[config.mk]
export PLATFORM = sky130hd
export DESIGN_NAME = ctlclk_gen
export DESIGN_NICKNAME = d
export VERILOG_FILES = /design/src/rtl/ctlclk_pkg.sv /design/src/rtl/ctlclk_cfg_reg.sv /design/src/rtl/ctlclk_div_core.sv /design/src/rtl/ctlclk_out_mux.sv /design/src/rtl/ctlclk_gen.sv
export SDC_FILE = /design/constraint.sdc
export NUM_CORES = 1
export LEC_CHECK = 0
export BUFFER_PORTS_ARGS = -buffer_cell sky130_fd_sc_hd__clkbuf_2
export CORE_MARGIN = 1
export CORE_UTILIZATION = 56
export CTS_BUF_LIST = sky130_fd_sc_hd__clkbuf_8
export CTS_CLUSTER_DIAMETER = 100
export CTS_CLUSTER_SIZE = 25
export DETAILED_ROUTE_END_ITERATION = 8
export GPL_TIMING_DRIVEN = 0
export PLACE_DENSITY_LB_ADDON = 0.12
export SLEW_MARGIN = 0
export SYNTH_ARGS = -nofsm -noshare
export SYNTH_HDL_FRONTEND = slang
export SYNTH_SLANG_ARGS = --single-unit
[constraint.sdc]
create_clock -name src_clk -period 2.6 [get_ports src_clk]
set_input_delay 0.52 -clock src_clk [delete_from_list [all_inputs] [get_ports src_clk]]
set_output_delay 0.52 -clock src_clk [all_outputs]
set_load 0.1 [all_outputs]
[src/rtl/ctlclk_pkg.sv]
package ctlclk_pkg;

    localparam int SEL_W     = 3;
    localparam int MAX_RATIO = 32;
    localparam int CNT_W     = $clog2(MAX_RATIO);

    typedef logic [SEL_W-1:0] ratio_code_t;
    typedef logic [CNT_W-1:0] div_cnt_t;

    typedef enum logic {
        SRC_DIVIDED = 1'b0,
        SRC_BYPASS  = 1'b1
    } clk_src_e;

    typedef struct packed {
        logic     en;
        clk_src_e src;
    } gate_cfg_t;

    // Last count value of a period (ratio minus one).
    function automatic div_cnt_t ratio_last(input ratio_code_t code);
        case (code)
            3'd0:    ratio_last = div_cnt_t'(0);
            3'd1:    ratio_last = div_cnt_t'(1);
            3'd2:    ratio_last = div_cnt_t'(3);
            3'd3:    ratio_last = div_cnt_t'(5);
            3'd4:    ratio_last = div_cnt_t'(7);
            3'd5:    ratio_last = div_cnt_t'(15);
            3'd6:    ratio_last = div_cnt_t'(23);
            default: ratio_last = div_cnt_t'(31);
        endcase
    endfunction

    // Number of high cycles per period; zero for the unity ratio.
    function automatic div_cnt_t ratio_half(input ratio_code_t code);
        div_cnt_t last;
        last = ratio_last(code);
        ratio_half = (last == '0) ? '0 : div_cnt_t'((32'(last) + 1) / 2);
    endfunction

endpackage

[src/rtl/ctlclk_cfg_reg.sv]
module ctlclk_cfg_reg
    import ctlclk_pkg::*;
(
    input  logic      clk,
    input  logic      rst,
    input  logic      en_in,
    input  logic      byp_in,
    output gate_cfg_t cfg_q
);

    always_ff @(posedge clk) begin
        if (rst) begin
            cfg_q.en  <= 1'b0;
            cfg_q.src <= SRC_DIVIDED;
        end else begin
            cfg_q.en  <= en_in;
            cfg_q.src <= byp_in ? SRC_BYPASS : SRC_DIVIDED;
        end
    end

endmodule

[src/rtl/ctlclk_div_core.sv]
module ctlclk_div_core
    import ctlclk_pkg::*;
(
    input  logic        clk,
    input  logic        rst,
    input  logic        div_rst,
    input  ratio_code_t sel_in,
    input  logic        en_in,
    input  logic        byp_in,
    output ratio_code_t code_q,
    output logic        div_q,
    output logic        armed_q,
    output logic        tick_q
);

    div_cnt_t cnt_q;
    div_cnt_t cnt_nx;
    div_cnt_t last;
    div_cnt_t half;
    logic     wrap;

    always_comb begin
        last   = ratio_last(code_q);
        half   = ratio_half(code_q);
        wrap   = (cnt_q == last);
        cnt_nx = wrap ? '0 : cnt_q + div_cnt_t'(1);
    end

    always_ff @(posedge clk) begin
        if (rst) begin
            code_q  <= '0;
            cnt_q   <= '0;
            div_q   <= 1'b0;
            armed_q <= 1'b0;
            tick_q  <= 1'b0;
        end else if (div_rst) begin
            code_q  <= sel_in;
            cnt_q   <= '0;
            div_q   <= 1'b0;
            armed_q <= 1'b0;
            tick_q  <= 1'b0;
        end else begin
            cnt_q   <= cnt_nx;
            armed_q <= armed_q | wrap;
            div_q   <= (armed_q | wrap) && (cnt_nx < half);
            tick_q  <= wrap && en_in && !byp_in;
        end
    end

    AST_CNT_IN_RANGE: assert property (@(posedge clk) disable iff (rst)
        cnt_q <= ratio_last(code_q));

    AST_RST_HOLDS_LOW: assert property (@(posedge clk) disable iff (rst)
        div_rst |=> (!div_q && !armed_q && !tick_q));

    AST_CODE_HELD: assert property (@(posedge clk) disable iff (rst)
        !div_rst |=> $stable(code_q));

    AST_RISE_ON_WRAP: assert property (@(posedge clk) disable iff (rst)
        $rose(div_q) |-> (cnt_q == '0));

    AST_TICK_SINGLE: assert property (@(posedge clk) disable iff (rst)
        (tick_q && code_q != '0 && !div_rst) |=> !tick_q);

endmodule

[src/rtl/ctlclk_out_mux.sv]
module ctlclk_out_mux
    import ctlclk_pkg::*;
(
    input  logic      src_clk,
    input  logic      byp_clk,
    input  logic      unity,
    input  logic      armed,
    input  logic      div_clk,
    input  gate_cfg_t cfg,
    output logic      clk_out
);

    logic base_clk;
    logic sel_clk;

    always_comb begin
        base_clk = unity ? (src_clk & armed) : div_clk;
        sel_clk  = (cfg.src == SRC_BYPASS) ? byp_clk : base_clk;
        clk_out  = cfg.en & sel_clk;
    end

endmodule

[src/rtl/ctlclk_gen.sv]
module ctlclk_gen
    import ctlclk_pkg::*;
(
    input  logic       src_clk,
    input  logic       rst,
    input  logic       byp_clk,
    input  logic [2:0] ratio_sel,
    input  logic       clk_en,
    input  logic       byp_sel,
    input  logic       div_rst,
    output logic       ctl_clk,
    output logic       ctl_tick,
    output logic [2:0] ratio_rb,
    output logic       en_rb
);

    gate_cfg_t   cfg_q;
    ratio_code_t code_q;
    logic        div_q;
    logic        armed_q;
    logic        tick_q;

    ctlclk_cfg_reg u_cfg (
        .clk    (src_clk),
        .rst    (rst),
        .en_in  (clk_en),
        .byp_in (byp_sel),
        .cfg_q  (cfg_q)
    );

    ctlclk_div_core u_core (
        .clk     (src_clk),
        .rst     (rst),
        .div_rst (div_rst),
        .sel_in  (ratio_sel),
        .en_in   (clk_en),
        .byp_in  (byp_sel),
        .code_q  (code_q),
        .div_q   (div_q),
        .armed_q (armed_q),
        .tick_q  (tick_q)
    );

    ctlclk_out_mux u_mux (
        .src_clk (src_clk),
        .byp_clk (byp_clk),
        .unity   (code_q == '0),
        .armed   (armed_q),
        .div_clk (div_q),
        .cfg     (cfg_q),
        .clk_out (ctl_clk)
    );

    assign ctl_tick = tick_q;
    assign ratio_rb = code_q;
    assign en_rb    = cfg_q.en;

    AST_DISABLED_IDLE: assert property (@(posedge src_clk) disable iff (rst)
        !en_rb |-> (!ctl_clk && !ctl_tick));

    AST_BYPASS_NO_TICK: assert property (@(posedge src_clk) disable iff (rst)
        (cfg_q.src == SRC_BYPASS) |-> !ctl_tick);

endmodule

-- Word-level counts from Yosys, hierarchy flattened
Cells that the tools add are included.
- register bits after elaboration: 13
- bits of input ports: 9
- output and inout bits: 6
- logic and storage cells: 33
- add/sub/neg operators: 2
- $lt $le $gt $ge: 1
- eq/ne operators: 7
- multiplexer cells: 6
- bitwise logic cells: 3
- reduce and logical (&&, ||, !) cells: 7
- operator list (kind ; number):
    5-bit case mux with 7 select lines ; 1
    5-bit 2-to-1 mux ; 2
    3-bit == test, second input constant ; 3
    5-bit by 1-bit adder with 6-bit output, second input constant ; 1
    3-bit by 2-bit == test with 1-bit output, second input constant ; 2
    5-bit by 1-bit adder with 5-bit output, second input constant ; 1
    5-bit == test ; 1
    5-bit logical NOT ; 1
    5-bit < comparator ; 1
    3-bit by 1-bit == test with 1-bit output, second input constant ; 1
    1-bit logical AND ; 3
    3-bit logical NOT ; 1
    1-bit 2-to-1 mux ; 3
    1-bit bitwise AND ; 2
    2-bit OR reduction ; 1
    1-bit logical NOT ; 1
    1-bit OR ; 1

-- Depth between registers and ports, before layout
Gate-level depths: netlist of the first run.
- depth after elaboration: 6
- mapped depth: 12
- mapped depth without buffers: 11

-- By module
Synthesis of the first run repeated with hierarchy kept, for this count alone.
- cells, all modules: 90
- area total of the unflattened synthesis: 872.1 um^2
- by module, submodules not included (module ; instances ; cells each ; area an instance (um^2) ; seq. area each (um^2)):
    ctlclk_div_core ; 1 ; 81 ; 779.5 ; 220.2
    ctlclk_cfg_reg ; 1 ; 4 ; 52.6 ; 40.0
    ctlclk_out_mux ; 1 ; 4 ; 30.0 ; 0.0
    ctlclk_gen ; 1 ; 1 ; 10.0 ; 0.0

==> results.toml, run 1 <==
[finish]
drive_above_1_share_pct = 28.8
multiInputGateArea_um2 = 507
seq_area_um2 = 264
nFillCells = 95
fin_area_um2 = 1000
syn2layout_area_growth_pct = 22.6
n_antenna_cell = 0
fin_cells = 126
num-nets-final = 128

[worst_setup_path]
start_kind = "clock port"
max_stage_delay_ns = 0.24
cpMaxStageDelayCell = "o211a_1"
crit_fanout = 2
worstSetupPathType = "clk -> out"
crit_arrival_ns = 1.96
cp_cell_sequence = "clkbuf_8 -> nand3_2 -> nand2_1 -> o211a_1 -> clkbuf_16"
required_ns = 2.08
endpoint_kind = "output port"

[timing]
rsz0062_at_grt = "false"
hold_viol_final = 0
worst_slack_ns = 0.124
clock_skew_ns = 0.00117
slew_headroom_pct = 64.1
timing.setup.tns_ns = 0
drv_slew = 0
tightest_slew_ns = 0.540
finalSetupViolations = 0

[cts]
insertion_delay_ns = 0.35
ctsResizeCount = 4
cts-hold-fix-buffers = 0
cts_setup_buffers = 0
cts_tree = "yes"
path_clk_slew_ns = 0.05

[global_routing]
grtUsageTotal_pct = 25.3
grt_max_degree = 11
antenna_found_initial = 0
grt_pass1_wl_mm = 2.53
gr-total-overflow = 0
first_global_vias = 647

[die]
fp.dieW_um = 40.2
die_h_um = 40.2
start_util_pct = 61.4
ioPinCount = 15
floorplan.rows = 13
design.die.area_um2 = 1620
core-area_um2 = 1330

[placement]
dpl_worst_slack_ns = 0.130
placed_cell_area_um2 = 906
dpl.hpwl_mm = 1.14
gp_congestion = 0.821
dp_cells = 120
portBuffers = 13

[hold_path]
holdCritPathClass = "in -> reg"

[synthesis]
yosysUniqueCellTypes = 32
synth.most_common_cell = "dfxtp_1"
netlist.area_leader.share_pct = 31.8
yosysWarnings = 0
synth_edf_count = 0
synthesis.area_um2 = 818
synthFlopType = "dfxtp_1"
avgSynthCellArea_um2 = 8.89
synth_cells = 92
ys_seq_elements = 13
syn-num-nets = 108
async_flop_share_pct = 0
yosysSeqAreaShare_pct = 31.8
synth_top_area_cell = "dfxtp_1"
netlist_top_cells_count = "13 x dfxtp_1, 10 x nor2_1, 7 x ha_1"
synthTopCellsByArea = "dfxtp_1 32%, ha_1 11%, nor2_1 4.6%"

[pwr]
clock_power_share_pct = 44.0
combPwrFrac_pct = 20.4
powerDensity_nw_per_um2 = 605
internal_power_mw = 0.430
netSwitchingPower_mw = 0.178
p_leak_nw = 0.465
switching_share_pct = 29.3
peakVddDrop_v = 0.000434
sequentialPowerShare_pct = 35.6

[status]
status = "complete, no violations"

[route]
first_pass_iters = 4
ant_nets = 0
vias = 707
viasPerCell = 5.61
highest_layer = "met4"
wl_met1_um = 741
wl_met2_um = 765
avgRoutedWirePerCell_um = 12.8
drc = 0
met3_length_um = 68
drt_wl_total_mm = 1.61
drtIter0Drc = 21

[run]
drv_cap = 0
==> per-layer routing <==
layer | GRT usage (%) | vias up
met5 | 0 | -
met4 | 20.0 | 0
met3 | 11.1 | 5
met2 | 38.3 | 18
met1 | 27.3 | 318
li1 | - | 366
==> placed cells by master (no fill, tap or decap), types with 4 or more instances in the layout <==
cell	synthesis	routed
clkbuf_2	0	12
nor2_1	10	10
dfxtp_1	13	10
ha_1	7	7
clkbuf_8	1	6
nand2_1	6	6
nor4_1	5	5
nor3_1	4	4
inv_1	3	4
nor2b_1	4	4
==> critical path, delay by kind of cell <==
kind | cells | cell delay [ns]
compound gates | 1 | 0.24
simple gates | 2 | 0.11
buf+inv | 2 | 0.31
==> layout make-up <==
type                    instances  share of cell area (%)
clock buffers                   6                    9.35
multi-input cells              70                    50.5
inverters                       3                    1.12
plain buffers                   6                    4.49
flip-flops and latches         13                    26.3
repair buffers                 12                    5.99
well taps                      15                    1.87
clock inverters                 1                   0.374
==> registers in the layout, indices dropped and copies added, names as in the netlist <==
name            flops
u_core.div_q        1
u_cfg.cfg_q         2
u_core.tick_q       1
u_core.cnt_q        5
u_core.armed_q      1
u_core.code_q       3
==> power groups by stage <==
stage,Combinational [mW],Sequential (mW),Clock [mW]
3_3_place_gp,0.121,0.220,0.00856
4_1_cts,0.125,0.216,0.273
5_1_grt,0.136,0.218,0.285
2_1_floorplan,0.0725,0.247,0.00798
6_report,0.124,0.216,0.267
3_5_place_dp,0.123,0.220,0.00856
==> worst paths after layout <==
check	start	endpoint	slack, ns	cells past startpoint
worst max-delay path	src_clk	ctl_clk	0.12	5
worst min-delay path	rst	u_cfg.cfg_q[1]	0.36	2
worst max register to register	u_core.code_q[0]	u_core.div_q	0.25	11
worst min register to register	u_core.armed_q	u_core.armed_q	0.52	1
==> through the flow <==
stage	util (%)	hold WS (ns)	total power, mW
global placement	67.9	0.483	0.349
global route	75.2	0.364	0.639
floorplan	-	0.462	0.328
detailed placement	67.9	0.496	0.352
CTS	75.2	0.352	0.614
finish	75.2	0.357	0.607
==> logic make-up after synthesis <==
| logic type | count (synthesis) | share of synthesized area [%] |
|---|---|---|
| xor+xnor | 6 | 7.34 |
| fa+ha+maj | 7 | 10.7 |
| simple gates | 42 | 28.6 |
| mux | 3 | 3.67 |
| buf+inv | 9 | 6.88 |
| compound gates | 12 | 11.0 |
| flops | 13 | 31.8 |
Power figures use the tool's default switching activity.
==> inputs of run 2 (changes only) <==
REMOVE_ABC_BUFFERS = 1   (was not set)
==> run 2 against run 1 <==
  * Die area did not move
  * Routed wire length rose by 11%
  * First-iteration DRC count fell by 48%
  * Largest cell class unchanged
  * Sequential share of layout area did not move
  * Critical path depth did not move
  * Register-to-register slack got worse by 0.06 ns
  * Power rose by 1.8%
  * Global-route usage rose by 0.84 points
  * Setup slack got worse by 0.016 ns
==> results.toml, run 2 (synthesis results as in run 1) <==
[status]
status = "complete, no violations"

[worst_setup_path]
cp.depth = 5
worstSetupPathType = "clk -> out"
critPathBufInv = 2
endpoint = "ctl_clk"
crit_fanout = 2
max_stage_delay_ns = 0.24
endpoint_kind = "output port"
reg2reg_slack_ns = 0.19
required_ns = 2.08
crit_family = "buffers and inverters"
cp_cell_sequence = "clkbuf_8 -> nand3_2 -> nand2_2 -> o211a_1 -> clkbuf_16"
cpMaxStageDelayCell = "o211a_1"
timing.rr.start = "u_core.code_q[1]"
r2r_cells = 8
start_kind = "clock port"
crit_arrival_ns = 1.97
cp-startpoint = "src_clk"
timing.rr.end = "u_core.div_q"

[route]
drt_wl_total_mm = 1.79
first_pass_iters = 6
avgRoutedWirePerCell_um = 14.6
drtIter0Drc = 11
vias = 730
drc = 0
viasPerCell = 5.93
ant_nets = 0

[finish]
num-nets-final = 125
final_cell_mix = "13 x clkbuf_2, 10 x nor2_1, 10 x dfxtp_1"
nFillCells = 108
multiInputGateArea_um2 = 532
largest_reg_flops = 5
reg_top3 = "u_core.cnt_q x5, u_core.code_q x3, u_cfg.cfg_q x2"
drive_above_1_share_pct = 31.5
final_util_pct = 75.2
n_antenna_cell = 0
syn2layout_area_growth_pct = 22.6
seq_area_um2 = 264
final_common_cell = "clkbuf_2"
fin_cells = 123
largest_register = "u_core.cnt_q"
fin_area_um2 = 1000

[timing]
finalSetupViolations = 0
drv_slew = 0
slew_headroom_pct = 64.3
clock_skew_ns = 0.00153
worst_hold_slack_ns = 0.416
worst_slack_ns = 0.108
timing.setup.tns_ns = 0
rsz0062_at_grt = "false"
hold_viol_final = 0
tightest_slew_ns = 0.538

[die]
floorplan.rows = 13
core-area_um2 = 1330
start_util_pct = 61.4
fp.dieW_um = 40.2
ioPinCount = 15
design.die.area_um2 = 1620
die_h_um = 40.2

[cts]
path_clk_slew_ns = 0.06
insertion_delay_ns = 0.35
cts-hold-fix-buffers = 0
cts_tree = "yes"

[pwr]
p_leak_nw = 0.460
peakVddDrop_v = 0.000515
power.total_mw = 0.619
powerDensity_nw_per_um2 = 617

[global_routing]
grt_pass1_wl_mm = 2.65
grtUsageTotal_pct = 26.2
first_global_vias = 653
antenna_found_initial = 0
gr-total-overflow = 0
grt_max_degree = 14

[placement]
gp_congestion = 0.772
dpl.hpwl_mm = 1.14
portBuffers = 14
dpl_worst_slack_ns = -0.268
placed_cell_area_um2 = 862
dp_cells = 115

[hold_path]
holdCritPathClass = "in -> reg"

[run]
drv_cap = 0
-- run 2: cell types whose count changed in the layout (fill, tap and decap cells not counted) --
cell	before	now
nand2_2	0	1
buf_4	1	2
nor3_2	0	1
clkbuf_2	12	13
nor3_1	4	3
a221oi_2	1	0
nor4bb_2	0	1
clkbuf_1	2	0
buf_2	1	0
a221oi_4	0	1
buf_6	1	0
nand2_1	6	5
clkbuf_8	6	5
nor4bb_1	1	0
-- run 2: per-layer routing --
metal	global-route usage, %	up-vias	share of wire, %	routed length (µm)
li1	-	358	-	-
met1	26.7	340	43	772
met2	43.1	26	49	881
met3	12.2	6	5.5	99
met4	15.8	0	2.1	37
met5	0	-	0	0
-- run 2: tightest hold or removal path, delay by kind of cell --
| kind | cells | cell delay (ns) |
|---|---|---|
| buf+inv | 1 | 0.07 |
| mux | 1 | 0.05 |
| simple gates | 1 | 0.08 |
-- run 2: cell type report --
| class | instances | share of cell area (%) |
|---|---|---|
| Sequential cell | 13 | 26.3 |
| Tap cell | 15 | 1.87 |
| Clock buffer | 6 | 9.35 |
| Clock inverter | 1 | 0.374 |
| Multi-Input combinational cell | 70 | 53.0 |
| Timing Repair Buffer | 15 | 7.98 |
| Inverter | 3 | 1.12 |
-- run 2: repair_timing --
item,in CTS,in global routing
endpoints found under the setup margin,2,3
pin swaps,3,1
buffers inserted,0,2
gates resized for setup,7,4
-- run 2: worst min-delay path by stage --
stage               depth (start not counted)  slack, ns            from                to
floorplan                                   1       0.46  u_core.armed_q    u_core.armed_q
global placement                            1       0.48  u_core.armed_q    u_core.armed_q
detailed placement                          1       0.48  u_core.armed_q    u_core.armed_q
CTS                                         3       0.41    ratio_sel[2]  u_core.code_q[2]
global route                                2       0.43          clk_en    u_cfg.cfg_q[1]
finish                                      3       0.42    ratio_sel[0]  u_core.code_q[0]
-- run 2: power breakdown --
part / internal [mW] / leakage (nW) / switching, mW
logic: 0.0459 / 0.278 / 0.0727
registers: 0.209 / 0.107 / 0.0168
clock network: 0.175 / 0.0752 / 0.0991
total: 0.430 / 0.460 / 0.188
